===== src/rtl/rdy_spi_pkg.sv =====
package rdy_spi_pkg;
  localparam int BYTE_W = 8;
  localparam logic [BYTE_W-1:0] RESYNC_CMD = 8'h0F;
  localparam logic [BYTE_W-1:0] RESYNC_ACK = 8'hF0;
  localparam logic [BYTE_W-1:0] NULL_BYTE  = 8'h00;
  localparam logic [BYTE_W-1:0] POLL_CMD   = 8'h06;

  typedef enum logic [2:0] {
    ST_IDLE, ST_WAIT, ST_SHIFT, ST_GUARD, ST_RESP
  } host_state_t;

  typedef enum logic [1:0] {
    K_CMD, K_POLL, K_RS_CMD, K_RS_READ
  } byte_kind_t;
endpackage


===== src/rtl/rdy_spi_sync.sv =====
module rdy_spi_sync #(
  parameter int STAGES = 2
) (
  input  logic clk,
  input  logic rst_n,
  input  logic d_async,
  output logic q_sync
);
  logic [STAGES-1:0] chain;

  always_ff @(posedge clk or negedge rst_n) begin
    if (!rst_n) chain <= '0;
    else        chain <= {chain[STAGES-2:0], d_async};
  end

  assign q_sync = chain[STAGES-1];
endmodule


===== src/rtl/rdy_spi_shift.sv =====
module rdy_spi_shift
  import rdy_spi_pkg::*;
#(
  parameter int SCK_HALF = 84
) (
  input  logic              clk,
  input  logic              rst_n,
  input  logic              start,
  input  logic [BYTE_W-1:0] tx_byte,
  input  logic              miso,
  output logic              sck,
  output logic              mosi,
  output logic              ss_n,
  output logic              done,
  output logic [BYTE_W-1:0] rx_byte
);
  localparam int HW     = $clog2(SCK_HALF + 1);
  localparam int PHASES = 2 * BYTE_W + 1;
  localparam int PW     = $clog2(PHASES + 1);

  logic [HW-1:0]     hcnt;
  logic [PW-1:0]     phase;
  logic [BYTE_W-1:0] txsr;

  always_ff @(posedge clk or negedge rst_n) begin
    if (!rst_n) begin
      sck <= 1'b1; mosi <= 1'b0; ss_n <= 1'b1; done <= 1'b0;
      rx_byte <= '0; hcnt <= '0; phase <= '0; txsr <= '0;
    end else begin
      done <= 1'b0;
      if (start && ss_n) begin
        ss_n  <= 1'b0;
        txsr  <= tx_byte;
        hcnt  <= '0;
        phase <= '0;
      end else if (!ss_n) begin
        if (hcnt == HW'(SCK_HALF - 1)) begin
          hcnt <= '0;
          if (phase == PW'(PHASES - 1)) begin
            ss_n <= 1'b1;
            done <= 1'b1;
            mosi <= 1'b0;
          end else begin
            phase <= phase + 1'b1;
            if (!phase[0]) begin
              sck  <= 1'b0;
              mosi <= txsr[BYTE_W-1];
              txsr <= {txsr[BYTE_W-2:0], 1'b0};
            end else begin
              sck     <= 1'b1;
              rx_byte <= {rx_byte[BYTE_W-2:0], miso};
            end
          end
        end else begin
          hcnt <= hcnt + 1'b1;
        end
      end
    end
  end

  // clock parked high whenever deselected
  a_r2_sck_idle_high: assert property (@(posedge clk) disable iff (!rst_n)
    ss_n |-> sck);
  // a byte ends only out of a selected period
  a_r2_done_after_select: assert property (@(posedge clk) disable iff (!rst_n)
    done |-> $past(!ss_n));
endmodule


===== src/rtl/rdy_spi_pace.sv =====
module rdy_spi_pace #(
  parameter int GUARD_CYC = 10000,
  parameter int TMO_CYC   = 7500000
) (
  input  logic clk,
  input  logic rst_n,
  input  logic guard_on,
  input  logic wait_on,
  input  logic drdy_s,
  output logic guard_done,
  output logic drdy_go,
  output logic tmo
);
  localparam int LIM = (GUARD_CYC > TMO_CYC) ? GUARD_CYC : TMO_CYC;
  localparam int CW  = $clog2(LIM + 1);

  logic [CW-1:0] cnt;

  assign guard_done = guard_on && (cnt == CW'(GUARD_CYC - 1));
  assign drdy_go    = wait_on && drdy_s;
  assign tmo        = wait_on && !drdy_s && (cnt == CW'(TMO_CYC - 1));

  always_ff @(posedge clk or negedge rst_n) begin
    if (!rst_n) cnt <= '0;
    else if (guard_done || drdy_go || tmo || !(guard_on || wait_on)) cnt <= '0;
    else cnt <= cnt + 1'b1;
  end

  // every guard interval starts from a cleared count
  a_r4_guard_fresh: assert property (@(posedge clk) disable iff (!rst_n)
    $rose(guard_on) |-> (cnt == '0));
endmodule


===== src/rtl/rdy_spi_host.sv =====
module rdy_spi_host
  import rdy_spi_pkg::*;
#(
  parameter int SCK_HALF  = 84,
  parameter int GUARD_CYC = 10000,
  parameter int TMO_CYC   = 7500000,
  parameter bit POLL_EN   = 1'b1,
  parameter int POLL_CYC  = 6250000
) (
  input  logic       clk,
  input  logic       rst_n,
  input  logic       cmd_valid,
  output logic       cmd_ready,
  input  logic [7:0] cmd_data,
  output logic       rsp_valid,
  input  logic       rsp_ready,
  output logic [7:0] rsp_data,
  output logic       rsp_poll,
  input  logic       resync_req,
  output logic       busy,
  output logic       synced,
  output logic       err_timeout,
  output logic       spi_sck,
  output logic       spi_mosi,
  input  logic       spi_miso,
  output logic       spi_ss_n,
  input  logic       drdy
);
  localparam int PCW = $clog2(POLL_CYC + 1);

  host_state_t       state;
  byte_kind_t        kind;
  logic [BYTE_W-1:0] txb, rxb;
  logic              rs_pend, drdy_s, sh_start, sh_done;
  logic              guard_done, drdy_go, tmo, poll_due;

  rdy_spi_sync #(.STAGES(2)) u_sync (
    .clk(clk), .rst_n(rst_n), .d_async(drdy), .q_sync(drdy_s));

  rdy_spi_pace #(.GUARD_CYC(GUARD_CYC), .TMO_CYC(TMO_CYC)) u_pace (
    .clk(clk), .rst_n(rst_n),
    .guard_on(state == ST_GUARD), .wait_on(state == ST_WAIT),
    .drdy_s(drdy_s), .guard_done(guard_done), .drdy_go(drdy_go), .tmo(tmo));

  rdy_spi_shift #(.SCK_HALF(SCK_HALF)) u_shift (
    .clk(clk), .rst_n(rst_n), .start(sh_start), .tx_byte(txb),
    .miso(spi_miso), .sck(spi_sck), .mosi(spi_mosi), .ss_n(spi_ss_n),
    .done(sh_done), .rx_byte(rxb));

  assign sh_start  = (state == ST_WAIT) && drdy_go;
  assign cmd_ready = (state == ST_IDLE) && !rs_pend && synced;
  assign busy      = (state != ST_IDLE) || rs_pend;

  generate
    if (POLL_EN) begin : g_poll
      logic [PCW-1:0] pcnt;
      always_ff @(posedge clk or negedge rst_n) begin
        if (!rst_n)                     pcnt <= '0;
        else if (!synced || sh_start)   pcnt <= '0;
        else if (pcnt != PCW'(POLL_CYC - 1)) pcnt <= pcnt + 1'b1;
      end
      assign poll_due = synced && (pcnt == PCW'(POLL_CYC - 1));
    end else begin : g_no_poll
      assign poll_due = 1'b0;
    end
  endgenerate

  always_ff @(posedge clk or negedge rst_n) begin
    if (!rst_n) begin
      state <= ST_IDLE; kind <= K_RS_CMD; txb <= '0;
      synced <= 1'b0; rs_pend <= 1'b1; err_timeout <= 1'b0;
      rsp_valid <= 1'b0; rsp_data <= '0; rsp_poll <= 1'b0;
    end else begin
      err_timeout <= 1'b0;
      unique case (state)
        ST_IDLE: begin
          if (rs_pend) begin
            rs_pend <= 1'b0; synced <= 1'b0;
            kind <= K_RS_CMD; txb <= RESYNC_CMD; state <= ST_WAIT;
          end else if (cmd_valid && cmd_ready) begin
            kind <= K_CMD; txb <= cmd_data; state <= ST_WAIT;
          end else if (poll_due) begin
            kind <= K_POLL; txb <= POLL_CMD; state <= ST_WAIT;
          end
        end
        ST_WAIT: begin
          if (tmo) begin
            err_timeout <= 1'b1; synced <= 1'b0; rs_pend <= 1'b1;
            state <= ST_IDLE;
          end else if (drdy_go) begin
            state <= ST_SHIFT;
          end
        end
        ST_SHIFT: if (sh_done) state <= ST_GUARD;
        ST_GUARD: begin
          if (guard_done) begin
            unique case (kind)
              K_RS_CMD: begin
                kind <= K_RS_READ; txb <= NULL_BYTE; state <= ST_WAIT;
              end
              K_RS_READ: begin
                if (rxb == RESYNC_ACK) begin
                  synced <= 1'b1; state <= ST_IDLE;
                end else begin
                  kind <= K_RS_CMD; txb <= RESYNC_CMD; state <= ST_WAIT;
                end
              end
              default: begin
                rsp_valid <= 1'b1; rsp_data <= rxb;
                rsp_poll <= (kind == K_POLL); state <= ST_RESP;
              end
            endcase
          end
        end
        ST_RESP: begin
          if (rsp_ready) begin
            rsp_valid <= 1'b0; state <= ST_IDLE;
          end
        end
        default: state <= ST_IDLE;
      endcase
      if (resync_req) rs_pend <= 1'b1;
    end
  end

  // select falls only after the synchronised ready line was high
  a_r3_start_on_ready: assert property (@(posedge clk) disable iff (!rst_n)
    $fell(spi_ss_n) |-> $past(drdy_s));
  // link declared synced only on the acknowledge byte
  a_r5_sync_on_ack: assert property (@(posedge clk) disable iff (!rst_n)
    $rose(synced) |-> (rxb == RESYNC_ACK));
  // stalled response is held unchanged
  a_r7_rsp_hold: assert property (@(posedge clk) disable iff (!rst_n)
    (rsp_valid && !rsp_ready) |=> (rsp_valid && $stable(rsp_data) && $stable(rsp_poll)));
  // a timeout leaves the link unsynced
  a_r8_tmo_unsync: assert property (@(posedge clk) disable iff (!rst_n)
    err_timeout |-> !synced);
endmodule


===== config.mk =====
export PLATFORM = sky130hd
export DESIGN_NAME = rdy_spi_host
export DESIGN_NICKNAME = d
export VERILOG_FILES = /design/src/rtl/rdy_spi_pkg.sv /design/src/rtl/rdy_spi_sync.sv /design/src/rtl/rdy_spi_shift.sv /design/src/rtl/rdy_spi_pace.sv /design/src/rtl/rdy_spi_host.sv
export SDC_FILE = /design/constraint.sdc
export NUM_CORES = 1
export LEC_CHECK = 0
export BUFFER_PORTS_ARGS = -buffer_cell sky130_fd_sc_hd__buf_2
export CELL_PAD_IN_SITES_DETAIL_PLACEMENT = 0
export CELL_PAD_IN_SITES_GLOBAL_PLACEMENT = 2
export CORE_MARGIN = 2
export CORE_UTILIZATION = 36
export CTS_CLUSTER_DIAMETER = 200
export DETAILED_ROUTE_END_ITERATION = 10
export PLACE_DENSITY = 0.79
export REMOVE_ABC_BUFFERS = 1
export SETUP_SLACK_MARGIN = 0.05
export SYNTH_ARGS = -nofsm -noshare
export SYNTH_HDL_FRONTEND = slang
export SYNTH_SLANG_ARGS = --single-unit

===== constraint.sdc =====
create_clock -name clk -period 2.6 [get_ports clk]
set_clock_uncertainty 0.2 [all_clocks]
set_input_delay 0.26 -clock clk [delete_from_list [all_inputs] [get_ports clk]]
set_output_delay 0.26 -clock clk [all_outputs]
set_load 0.1 [all_outputs]

## After elaboration in Yosys (flattened, before gate mapping)

Index checks and enable logic that the tools add are counted.

| word-level totals | value |
|---|---|
| word-level logic and storage cells | 163 |
| output and inout port bits | 17 |
| register bits | 106 |
| input port bits | 15 |

| operators by class | value |
|---|---|
| add/sub/neg operators | 4 |
| muxes and demuxes | 64 |
| reduce and logical (&&, ||, !) cells | 40 |
| bitwise operators | 4 |
| equal/unequal tests | 31 |

Operators by type and width:

| operator | count |
|---|---|
| 8-bit 2-to-1 mux | 10 |
| 23-bit 2-to-1 mux | 3 |
| 23-bit by 1-bit adder with 23-bit output (second input constant) | 2 |
| 23-bit == test (second input constant) | 2 |
| 8-bit one-hot mux with 2 select lines | 2 |
| 3-bit 2-to-1 mux | 8 |
| 23-bit by 14-bit == test with 1-bit output (second input constant) | 1 |
| 23-bit inequality test (second input constant) | 1 |
| 1-bit 2-to-1 mux | 22 |
| 7-bit 2-to-1 mux | 3 |
| 5-bit 2-to-1 mux | 4 |
| 2-bit inequality test (second input constant) | 10 |
| 4-bit AND reduction | 4 |
| 3-bit one-hot mux with 5 select lines | 1 |
| 5-bit AND reduction | 3 |
| 3-bit inequality test (second input constant) | 4 |
| 1-bit logical AND | 10 |
| 2-bit 2-to-1 mux | 5 |
| 3-bit nonzero test | 3 |
| 8-bit == test (second input constant) | 1 |
| 2-bit one-hot mux with 2 select lines | 2 |
| 2-bit nonzero test | 4 |
| 7-bit by 1-bit adder with 7-bit output (second input constant) | 1 |
| 7-bit == test (second input constant) | 1 |
| other kinds (20) | 36 |

## Logic depth before layout (Yosys ltp)

Gate-level depths: netlist of run 1.

| depth | value |
|---|---|
| depth after elaboration | 7 |
| gate-level depth with buffers | 9 |
| gate-level depth less buffers | 7 |

## By module

From an unflattened synthesis of run 1, not the netlist that was laid out.

| second synthesis, totals | value |
|---|---|
| cells, all modules | 516 |
| area total of the unflattened synthesis | 5418.9 µm² |

Modules (own cells, without submodules):

| module | times used | cells each | area each (µm²) | seq. area each (µm²) |
|---|---|---|---|---|
| rdy_spi_host | 1 | 230 | 2439.8 | 1228.7 |
| rdy_spi_shift | 1 | 156 | 1704.1 | 803.3 |
| rdy_spi_pace | 1 | 128 | 1224.9 | 575.6 |
| rdy_spi_sync | 1 | 2 | 50.0 | 50.0 |

## Worst setup path before layout of run 1

OpenSTA, ideal clock, no wires.

| timing path | value |
|---|---|
| path kind | register -> output |
| start | register state[0] |
| end | output port cmd_ready |
| cell stages (with the launch flop) | 5 |
| required time | 2140 ps |
| path slack | -879 ps |
| buffers on the path | 2 |
| arrival | 3019 ps |
| cell sequence | dfrtp_1 buf_2 or4_1 clkbuf_1 nor2_1 |

| between the ends | value |
|---|---|
| word-level cells in the longest chain between the ends | 3 |

Ends and longest elaborated chain:

| what | RTL line | source |
|---|---|---|
| from (decl) | rdy_spi_host.sv:31 | `host_state_t state;` |
| from (signal assigned) | rdy_spi_host.sv:70 | `state <= ST_IDLE; kind <= K_RS_CMD; txb <= '0;` |
| from (signal assigned) | rdy_spi_host.sv:79 | `kind <= K_RS_CMD; txb <= RESYNC_CMD; state <= ST_WAIT;` |
| from (signal assigned) | rdy_spi_host.sv:81 | `kind <= K_CMD; txb <= cmd_data; state <= ST_WAIT;` |
| 3-bit zero test | rdy_spi_host.sv:51 | `assign cmd_ready = (state == ST_IDLE) && !rs_pend && synced;` |
| 1-bit logical AND (2 in series) | rdy_spi_host.sv:51 |  |
| to (decl) | rdy_spi_host.sv:13 | `output logic cmd_ready,` |

No other way between the ends.

## Final worst setup path of run 1

| timing path | value |
|---|---|
| start | register u_pace.cnt[5] |
| end | register u_pace.cnt[13] |

| between the ends | value |
|---|---|
| word-level cells in the longest chain between the ends | 6 |
| elaborated cells on any way between the ends | 9 |
| those cells by class | add/sub (1); eq/ne (2); mux (1); reduce/logical (5) |

Ends and longest elaborated chain:

| what | RTL line | source |
|---|---|---|
| from (decl) | rdy_spi_pace.sv:17 | `logic [CW-1:0] cnt;` |
| from (signal assigned) | rdy_spi_pace.sv:26 | `else cnt <= cnt + 1'b1;` |
| branches (longest 5 deep; another with 23-bit by 1-bit adder with 23-bit output) | -- |  |
| 23-bit 2-to-1 mux (*) | rdy_spi_pace.sv:25 | `else if (guard_done \|\| drdy_go \|\| tmo \|\| !(guard_on \|\| wait_on)) cnt <= '0;` |

Every way passes the cells marked *.
A chain may end at the register's enable or synchronous reset.

==> results of run 1 <==
registers in the layout, indices dropped and copies added (netlist names), 2 cells and up:
signal	count
g_poll.pcnt	23
kind	2
rsp_data	8
state	3
txb	8
u_pace.cnt	23
u_shift.hcnt	7
u_shift.phase	5
u_shift.rx_byte	8
u_shift.txsr	8
u_sync.chain	2
worst paths after layout:
check | cells after the start | slack [ps] | from | end
max | 7 | 60 | u_pace.cnt[5] | u_pace.cnt[13]
min | 4 | 80 | cmd_data[1] | txb[1]
max reg2reg | 7 | 60 | u_pace.cnt[5] | u_pace.cnt[13]
min reg2reg | 0 | 160 | u_sync.chain[0] | u_sync.chain[1]
max in group asynchronous | 3 | 1210 | rst_n | g_poll.pcnt[8]
min in group asynchronous | 2 | 290 | rst_n | u_shift.hcnt[5]
synthesized netlist by cell type, types with 4 or more instances:
| cell type | instances | area, µm² |
|---|---|---|
| dfrtp_1 | 102 | 2550 |
| xor2_1 | 14 | 123 |
| a21oi_1 | 12 | 60.1 |
| nor3_1 | 13 | 65.1 |
| a22o_1 | 5 | 43.8 |
| and2_1 | 5 | 31.3 |
| nand4_1 | 11 | 68.8 |
| mux2_4 | 5 | 75.1 |
| o21ai_0 | 9 | 45.0 |
| nand3_1 | 21 | 105 |
| or3_1 | 4 | 25.0 |
| ha_1 | 5 | 62.6 |
| mux2_2 | 17 | 191 |
| and3_1 | 6 | 37.5 |
| xnor2_1 | 30 | 263 |
| nand2_1 | 45 | 169 |
| nor4_1 | 15 | 93.8 |
| inv_1 | 12 | 45.0 |
| clkbuf_1 | 10 | 37.5 |
| and4_1 | 6 | 52.6 |
| a31oi_1 | 8 | 50.1 |
| dfstp_2 | 4 | 105 |
| nor2_1 | 76 | 285 |
| or4_1 | 5 | 37.5 |
power breakdown:
| group | leakage (nW) | switching [W] | internal, W |
|---|---|---|---|
| clock | 0.149 | 0.000628 | 0.000775 |
| sequential | 1.41 | 0.0000415 | 0.00171 |
| combinational | 1.11 | 0.000253 | 0.000226 |
worst register-to-register path: cells and delay by family, from the launching register on:
kind	cells	cell delay, ps
compound gates	2	430
simple gates	3	1040
flops	1	380
buf+inv	2	360
layout make-up:
cell class / count / area (µm²) / area share [%]
sequential: 106 / 2660 / 42.5
multi-input combinational: 363 / 2380 / 38.1
timing repair buffer: 84 / 639 / 10.2
clock buffer: 10 / 239 / 3.82
tap: 180 / 225 / 3.60
clock inverter: 6 / 65.1 / 1.04
inverter: 12 / 45.0 / 0.720
through the flow:
stage / TNS (ps) / utilization [%]
2_1_floorplan: -2770 / -
3_3_place_gp: 0 / 41.6
3_5_place_dp: 0 / 41.6
4_1_cts: 0 / 44.4
6_report: 0 / 45.2
5_1_grt: 0 / 45.2
layer usage:
metal	vias up	GRT usage, %	part of all wire (%)
li1	1917	-	-
met1	1857	22.2	49
met4	0	5.60	1.4
met2	55	24.5	46
met3	12	3.95	4.1
met5	-	0	0
what timing repair did:
action | CTS | global route
hold buffers | 9 | 0
setup buffers | 0 | 2
pin swaps | 0 | 4
gates resized for setup | 1 | 13
gates cloned | 0 | 1
hold endpoints to repair | 57 | 0
setup endpoints to repair | 11 | 47
cell families (layout without fill, tap and decap cells):
kind of cell               count (synthesis)  count (layout)  share of synthesized area [%]
and+or+nand+nor                          231             231                           23.1
DFF                                      106             106                           52.3
AOI/OAI and AO/OA                         58              58                           7.85
xor gates and xnor gates                  44              44                           7.58
buffers and inverters                     27             112                           2.21
muxes                                     25              25                           5.83
adders and majority gates                  5               5                           1.23
==> Implementation_results.wiki, run 1 <==
{| class="wikitable"
! Metric !! Value
|-
| Total leakage power || 2.67 nW
|-
| Setup-failing EPs final || 0
|-
| Proportion of layout cells with a drive suffix above 1 || 22.9%
|-
| Number of global-route vias before repair || 3792
|-
| Io pins || 32
|-
| Final worst-path setup slack || approximately 63 ps
|-
| Chip Height || about 120 µm
|-
| Cells along the critical path || or4_4 -> or4_4 -> buf_6 -> o21a_1 -> o21ai_4 -> clkbuf_16 -> nor2_1
|-
| Pre-Repair DR Iteration Count || 4
|-
| Max Cap Violations || 0
|-
| Syn avg cell area || 10.3 µm²
|-
| Root buffer cell || clkbuf_16
|-
| Total placed instance area || 5750 µm²
|-
| Part of the cycle the worst path needs || a little over nine tenths
|-
| Cell area after layout || 6250 µm²
|-
| Final nets || 596
|-
| Most numerous cell on the critical path || or4_4
|-
| Most frequent cells in the layout || dfrtp_1, nor2_1, nand2_1
|-
| Leading cell type in the layout, fill and taps excluded || dfrtp_1
|-
| Sort of element at the end of the critical path || register
|-
| Die width || 123 µm
|-
| Routed Antenna Nets || 0
|-
| Final routed wire length divided by cell count || 14.3 µm
|-
| Starting utilization of the core area || 36.8%
|-
| Syn-to-layout area delta || 22.9%
|-
| Final Slew Violations || 0
|-
| HPWL Detailed || 7.65 mm
|-
| Yosys warns || 0
|-
| Clock tree from TritonCTS || built
|-
| Antenna Diode Count || 0
|-
| Clk pin slew, worst setup/hold paths || around 70 ps
|-
| Number of enable flip-flop cells after synthesis || 0
|-
| Largest stage delay, worst path || approximately 530 ps
|-
| Overall die area || between 15000 and 20000 µm²
|-
| Async S/R FF share, synth || 100%
|-
| Crit path launch type || register
|-
| Number of clock sinks || 106
|-
| Cells after DPL || between 700 and 800
|-
| Worst Tran Pin Value || 721 ps
|-
| Clock buffer depth || 2
|-
| Via Count || 3841
|-
| Setup repair after global routing missed its margin || yes
|-
| Peak supply drop || 346 µV
|-
| CTS H-tree lvls || 3
|-
| Cell with the largest stage delay on the worst path || or4_4
|-
| Worst path bufs/invs || 2
|-
| Power density relative to cell area || 581 nW/µm²
|-
| TritonCTS buffer count || 9
|-
| Non-filler instance count after layout || 761
|-
| Flip-flop and latch count after synthesis || 106
|-
| Type of the most critical hold path || in2reg
|-
| Distinct cells, synth || 60
|-
| Category of the critical setup timing path || reg2reg
|-
| Via-per-instance ratio || 5.05
|-
| Final estimated routing congestion in global placement || 0.789
|-
| Dominant register cell in the synthesized netlist || dfrtp_1
|-
| Hold Violations, Final || 0
|-
| Worst Hold Margin || around 81 ps
|-
| CP arrival || 2580 ps
|-
| Row cnt || 43
|-
| Largest net degree at the start of global routing || 55
|-
| Starting DRC count in detailed routing || 182
|-
| # fillers || between 1000 and 1500
|-
| Initial antenna violation count || 0
|-
| Global-route usage over all layers || 16.0%
|-
| Placement-stage worst setup slack || 42.1 ps
|-
| Worst skew pair latency || approximately 360 ps
|-
| Worst Path Required || 2640 ps
|-
| Tot Pwr || 0.00364 W
|-
| Routed WL || between 10 and 15 mm
|-
| Core footprint || 13800 µm²
|-
| Result of the run || complete, no violations
|-
| Number of DRC violations after detailed routing || 0
|-
| Quantity of I/O buffers inserted on ports || 31
|-
| Cell area after synthesis || 5090 µm²
|-
| Wire length of the first global-routing pass || between 15 and 20 mm
|-
| Worst slew margin || 52.0%
|-
| Cell family with most CP delay || simple AND/OR/NAND/NOR gates
|-
| Fraction of the yosys area taken by sequential cells || around 52%
|-
| Critical Path Fanout Max || 11
|-
| Grt total ovfl || 0
|-
| Maximum clock frequency || roughly 390 MHz
|-
| Time the worst path needs with I/O delays and setup || 2540 ps
|-
| Number of standard cells after synthesis || 496
|}
(Power assumes the default switching activity.)
==> inputs of run 2 (changes only) <==
- REMOVE_ABC_BUFFERS: 1 -> not set
==> run 2 against run 1 <==
Against the previous run: register-to-register slack about the same; cell count decreased by 0.13%; combinational power decreased by 13%; hold slack improved by 2.8 ps; largest cell class unchanged; largest power group unchanged.
==> Implementation_results.wiki, run 2 (synthesis results as in run 1) <==
{| class="wikitable"
! Metric !! Value
|-
| Placement-stage worst setup slack || -48.9 ps (-91.0 ps)
|-
| Part of the cycle the worst path needs || 97.8% (+0.22 points)
|-
| Time the worst path needs with I/O delays and setup || 2540 ps (+5.64 ps)
|-
| Critical Path Fanout Max || 10 (-1)
|-
| Via-per-instance ratio || 5.03 (-0.31%)
|-
| Core footprint || 13800 µm² (unchanged)
|-
| Non-filler instance count after layout || 760 (-0.13%)
|-
| Routed Antenna Nets || 0 (unchanged)
|-
| Worst Path Required || 2630 ps (about the same)
|-
| Net switching power figure || 0.000886 W (-4.0%)
|-
| Leading cell type in the layout, fill and taps excluded || dfrtp_1
|-
| Worst slew margin || 57.7% (+5.7 points)
|-
| Final nets || 594 (-0.34%)
|-
| Category of the critical setup timing path || reg2reg
|-
| Grt total ovfl || 0 (unchanged)
|-
| Overall die area || 15100 µm² (unchanged)
|-
| Final worst-path setup slack || 57.6 ps (-5.64 ps)
|-
| Max Cap Violations || 0 (unchanged)
|-
| Beginning of the worst register-to-register path || u_pace.cnt[5]
|-
| Syn-to-layout area delta || 22.4%
|-
| Proportion of layout cells with a drive suffix above 1 || 23.0% (+0.079 points)
|-
| Hold Violations, Final || 0 (unchanged)
|-
| TritonCTS buffer count || 9 (unchanged)
|-
| Die width || 123 µm (unchanged)
|-
| Combinational Power Share || 11.8% (-1.4 points)
|-
| Cell area after layout || 6220 µm² (-0.44%)
|-
| Worst setup startpoint || u_pace.cnt[5]
|-
| Quantity of I/O buffers inserted on ports || 31 (unchanged)
|-
| Global-route usage over all layers || 15.9% (-0.093 points)
|-
| Maximum clock frequency || 393 MHz (-0.22%)
|-
| Setup-failing EPs final || 0 (unchanged)
|-
| CP arrival || 2570 ps (about the same)
|-
| Number of DRC violations after detailed routing || 0 (unchanged)
|-
| Sort of element at the end of the critical path || register
|-
| Internal Pwr Total || 0.00268 W (-1.4%)
|-
| Largest net degree at the start of global routing || 107 (+95%)
|-
| Clk pin slew, worst setup/hold paths || 70 ps (about the same)
|-
| Total placed instance area || 5750 µm² (about the same)
|-
| CTS H-tree lvls || 3 (unchanged)
|-
| Root buffer cell || clkbuf_16
|-
| Number of clock sinks || 106 (unchanged)
|-
| Worst skew pair latency || 350 ps (about the same)
|-
| Pre-Repair DR Iteration Count || 4 (unchanged)
|-
| Via Count || 3824 (-0.44%)
|-
| Starting utilization of the core area || 36.8% (unchanged)
|-
| Final routed wire length divided by cell count || 14.2 µm (-1.2%)
|-
| Sequential Power Share || 49.3% (+1.1 points)
|-
| Routed WL || 10.8 mm (-1.3%)
|-
| Total leakage power || 2.67 nW (about the same)
|-
| Regs by FF count || g_poll.pcnt (23), u_pace.cnt (23)
|-
| Number of global-route vias before repair || 3977 (+4.9%)
|-
| Worst hold start || cmd_data[3]
|-
| Clock tree from TritonCTS || built
|-
| Starting DRC count in detailed routing || 200 (+9.9%)
|-
| Peak supply drop || 364 µV (+5.3%)
|-
| Clock buffer depth || 2 (unchanged)
|-
| Tot Pwr || 0.00356 W (-2.0%)
|-
| Worst Tran Pin Value || 631 ps (-89.8 ps)
|-
| Row cnt || 43 (unchanged)
|-
| Result of the run || complete, no violations
|-
| Type of the most critical hold path || in2reg
|-
| Power density relative to cell area || 572 nW/µm² (-1.6%)
|-
| Initial antenna violation count || 1 (+1)
|-
| Final estimated routing congestion in global placement || 0.791 (+0.27%)
|-
| Crit path launch type || register
|-
| Part of the power in the clock network || 38.9% (+0.3 points)
|-
| Post-Synthesis Net Count || 516
|-
| HPWL Detailed || 7.48 mm (-2.2%)
|-
| Final Slew Violations || 0 (unchanged)
|-
| Sw frac || 24.9% (-0.50 points)
|-
| Setup repair after global routing missed its margin || yes
|-
| TNS Setup || 0 ps (unchanged)
|-
| Io pins || 32 (unchanged)
|-
| Cells after DPL || 732 (-0.14%)
|-
| Wire length of the first global-routing pass || 18.9 mm (+0.44%)
|-
| Most frequent cells in the layout || dfrtp_1, nor2_1, nand2_1
|-
| Chip Height || 123 µm (unchanged)
|}
-- run 2: cell types whose count changed in the layout (fill, tap and decap cells not counted), sizes merged --
cell    before  now
diode        0    1
clkbuf      12   10
-- run 2: path summary, 6_finish.rpt --
kind / endpoint / slack, ps / cells after the start
min in group asynchronous: u_shift.hcnt[2] / 320 / 3
min reg2reg: u_sync.chain[1] / 150 / 0
max: rsp_data[2] / 60 / 6
max reg2reg: rsp_data[2] / 60 / 6
min: txb[3] / 80 / 4
max in group asynchronous: g_poll.pcnt[17] / 1450 / 3
-- run 2: stage by stage --
step,hold slack (ps),util [%]
floorplan,-236,-
global placement,136,41.6
detailed placement,140,41.6
CTS,70.0,44.6
global route,87.8,45.0
finish,83.7,45.0
-- run 2: worst max-delay path, cell delays in order, from the launching register on --
cell     delay, ps
dfrtp_1        390
or4_4          530
or4_4          480
buf_6          150
nor3_4         200
buf_12         150
mux2_2         330
-- run 2: layer usage --
layer | routed length, µm | vias to the layer above | global-route usage, % | share of wire [%]
met4 | 141 | 0 | 5.17 | 1.3
li1 | - | 1913 | - | -
met5 | 0 | - | 0 | 0
met1 | 5310 | 1859 | 21.8 | 49
met2 | 4930 | 42 | 24.8 | 46
met3 | 382 | 10 | 4.00 | 3.5
-- run 2: timing repair --
action                     in CTS  in global routing
buffers inserted                0                  2
pin swaps                       0                  1
hold buffers                    9                  0
resized for setup               2                 11
setup endpoints to repair      19                 22
hold endpoints to repair      111                  0
-- run 2: area by class of cell --
| cell class | instances | area, µm² |
|---|---|---|
| Multi-Input combinational cell | 363 | 2380 |
| Tap cell | 180 | 225 |
| Inverter | 12 | 45.0 |
| Clock inverter | 6 | 65.1 |
| Clock buffer | 10 | 239 |
| Fill cell | 1322 | 7600 |
| Sequential cell | 106 | 2660 |
| Timing Repair Buffer | 82 | 604 |
| Antenna cell | 1 | 2.50 |
-- run 2: power groups by stage --
stage | combinational [W] | clock [W] | sequential [W]
finish | 0.000419 | 0.00139 | 0.00176
global route | 0.000483 | 0.00151 | 0.00176
CTS | 0.000428 | 0.00144 | 0.00175
detailed placement | 0.000417 | 0 | 0.00179
global placement | 0.000408 | 0 | 0.00178
floorplan | 0.000231 | 0 | 0.00178
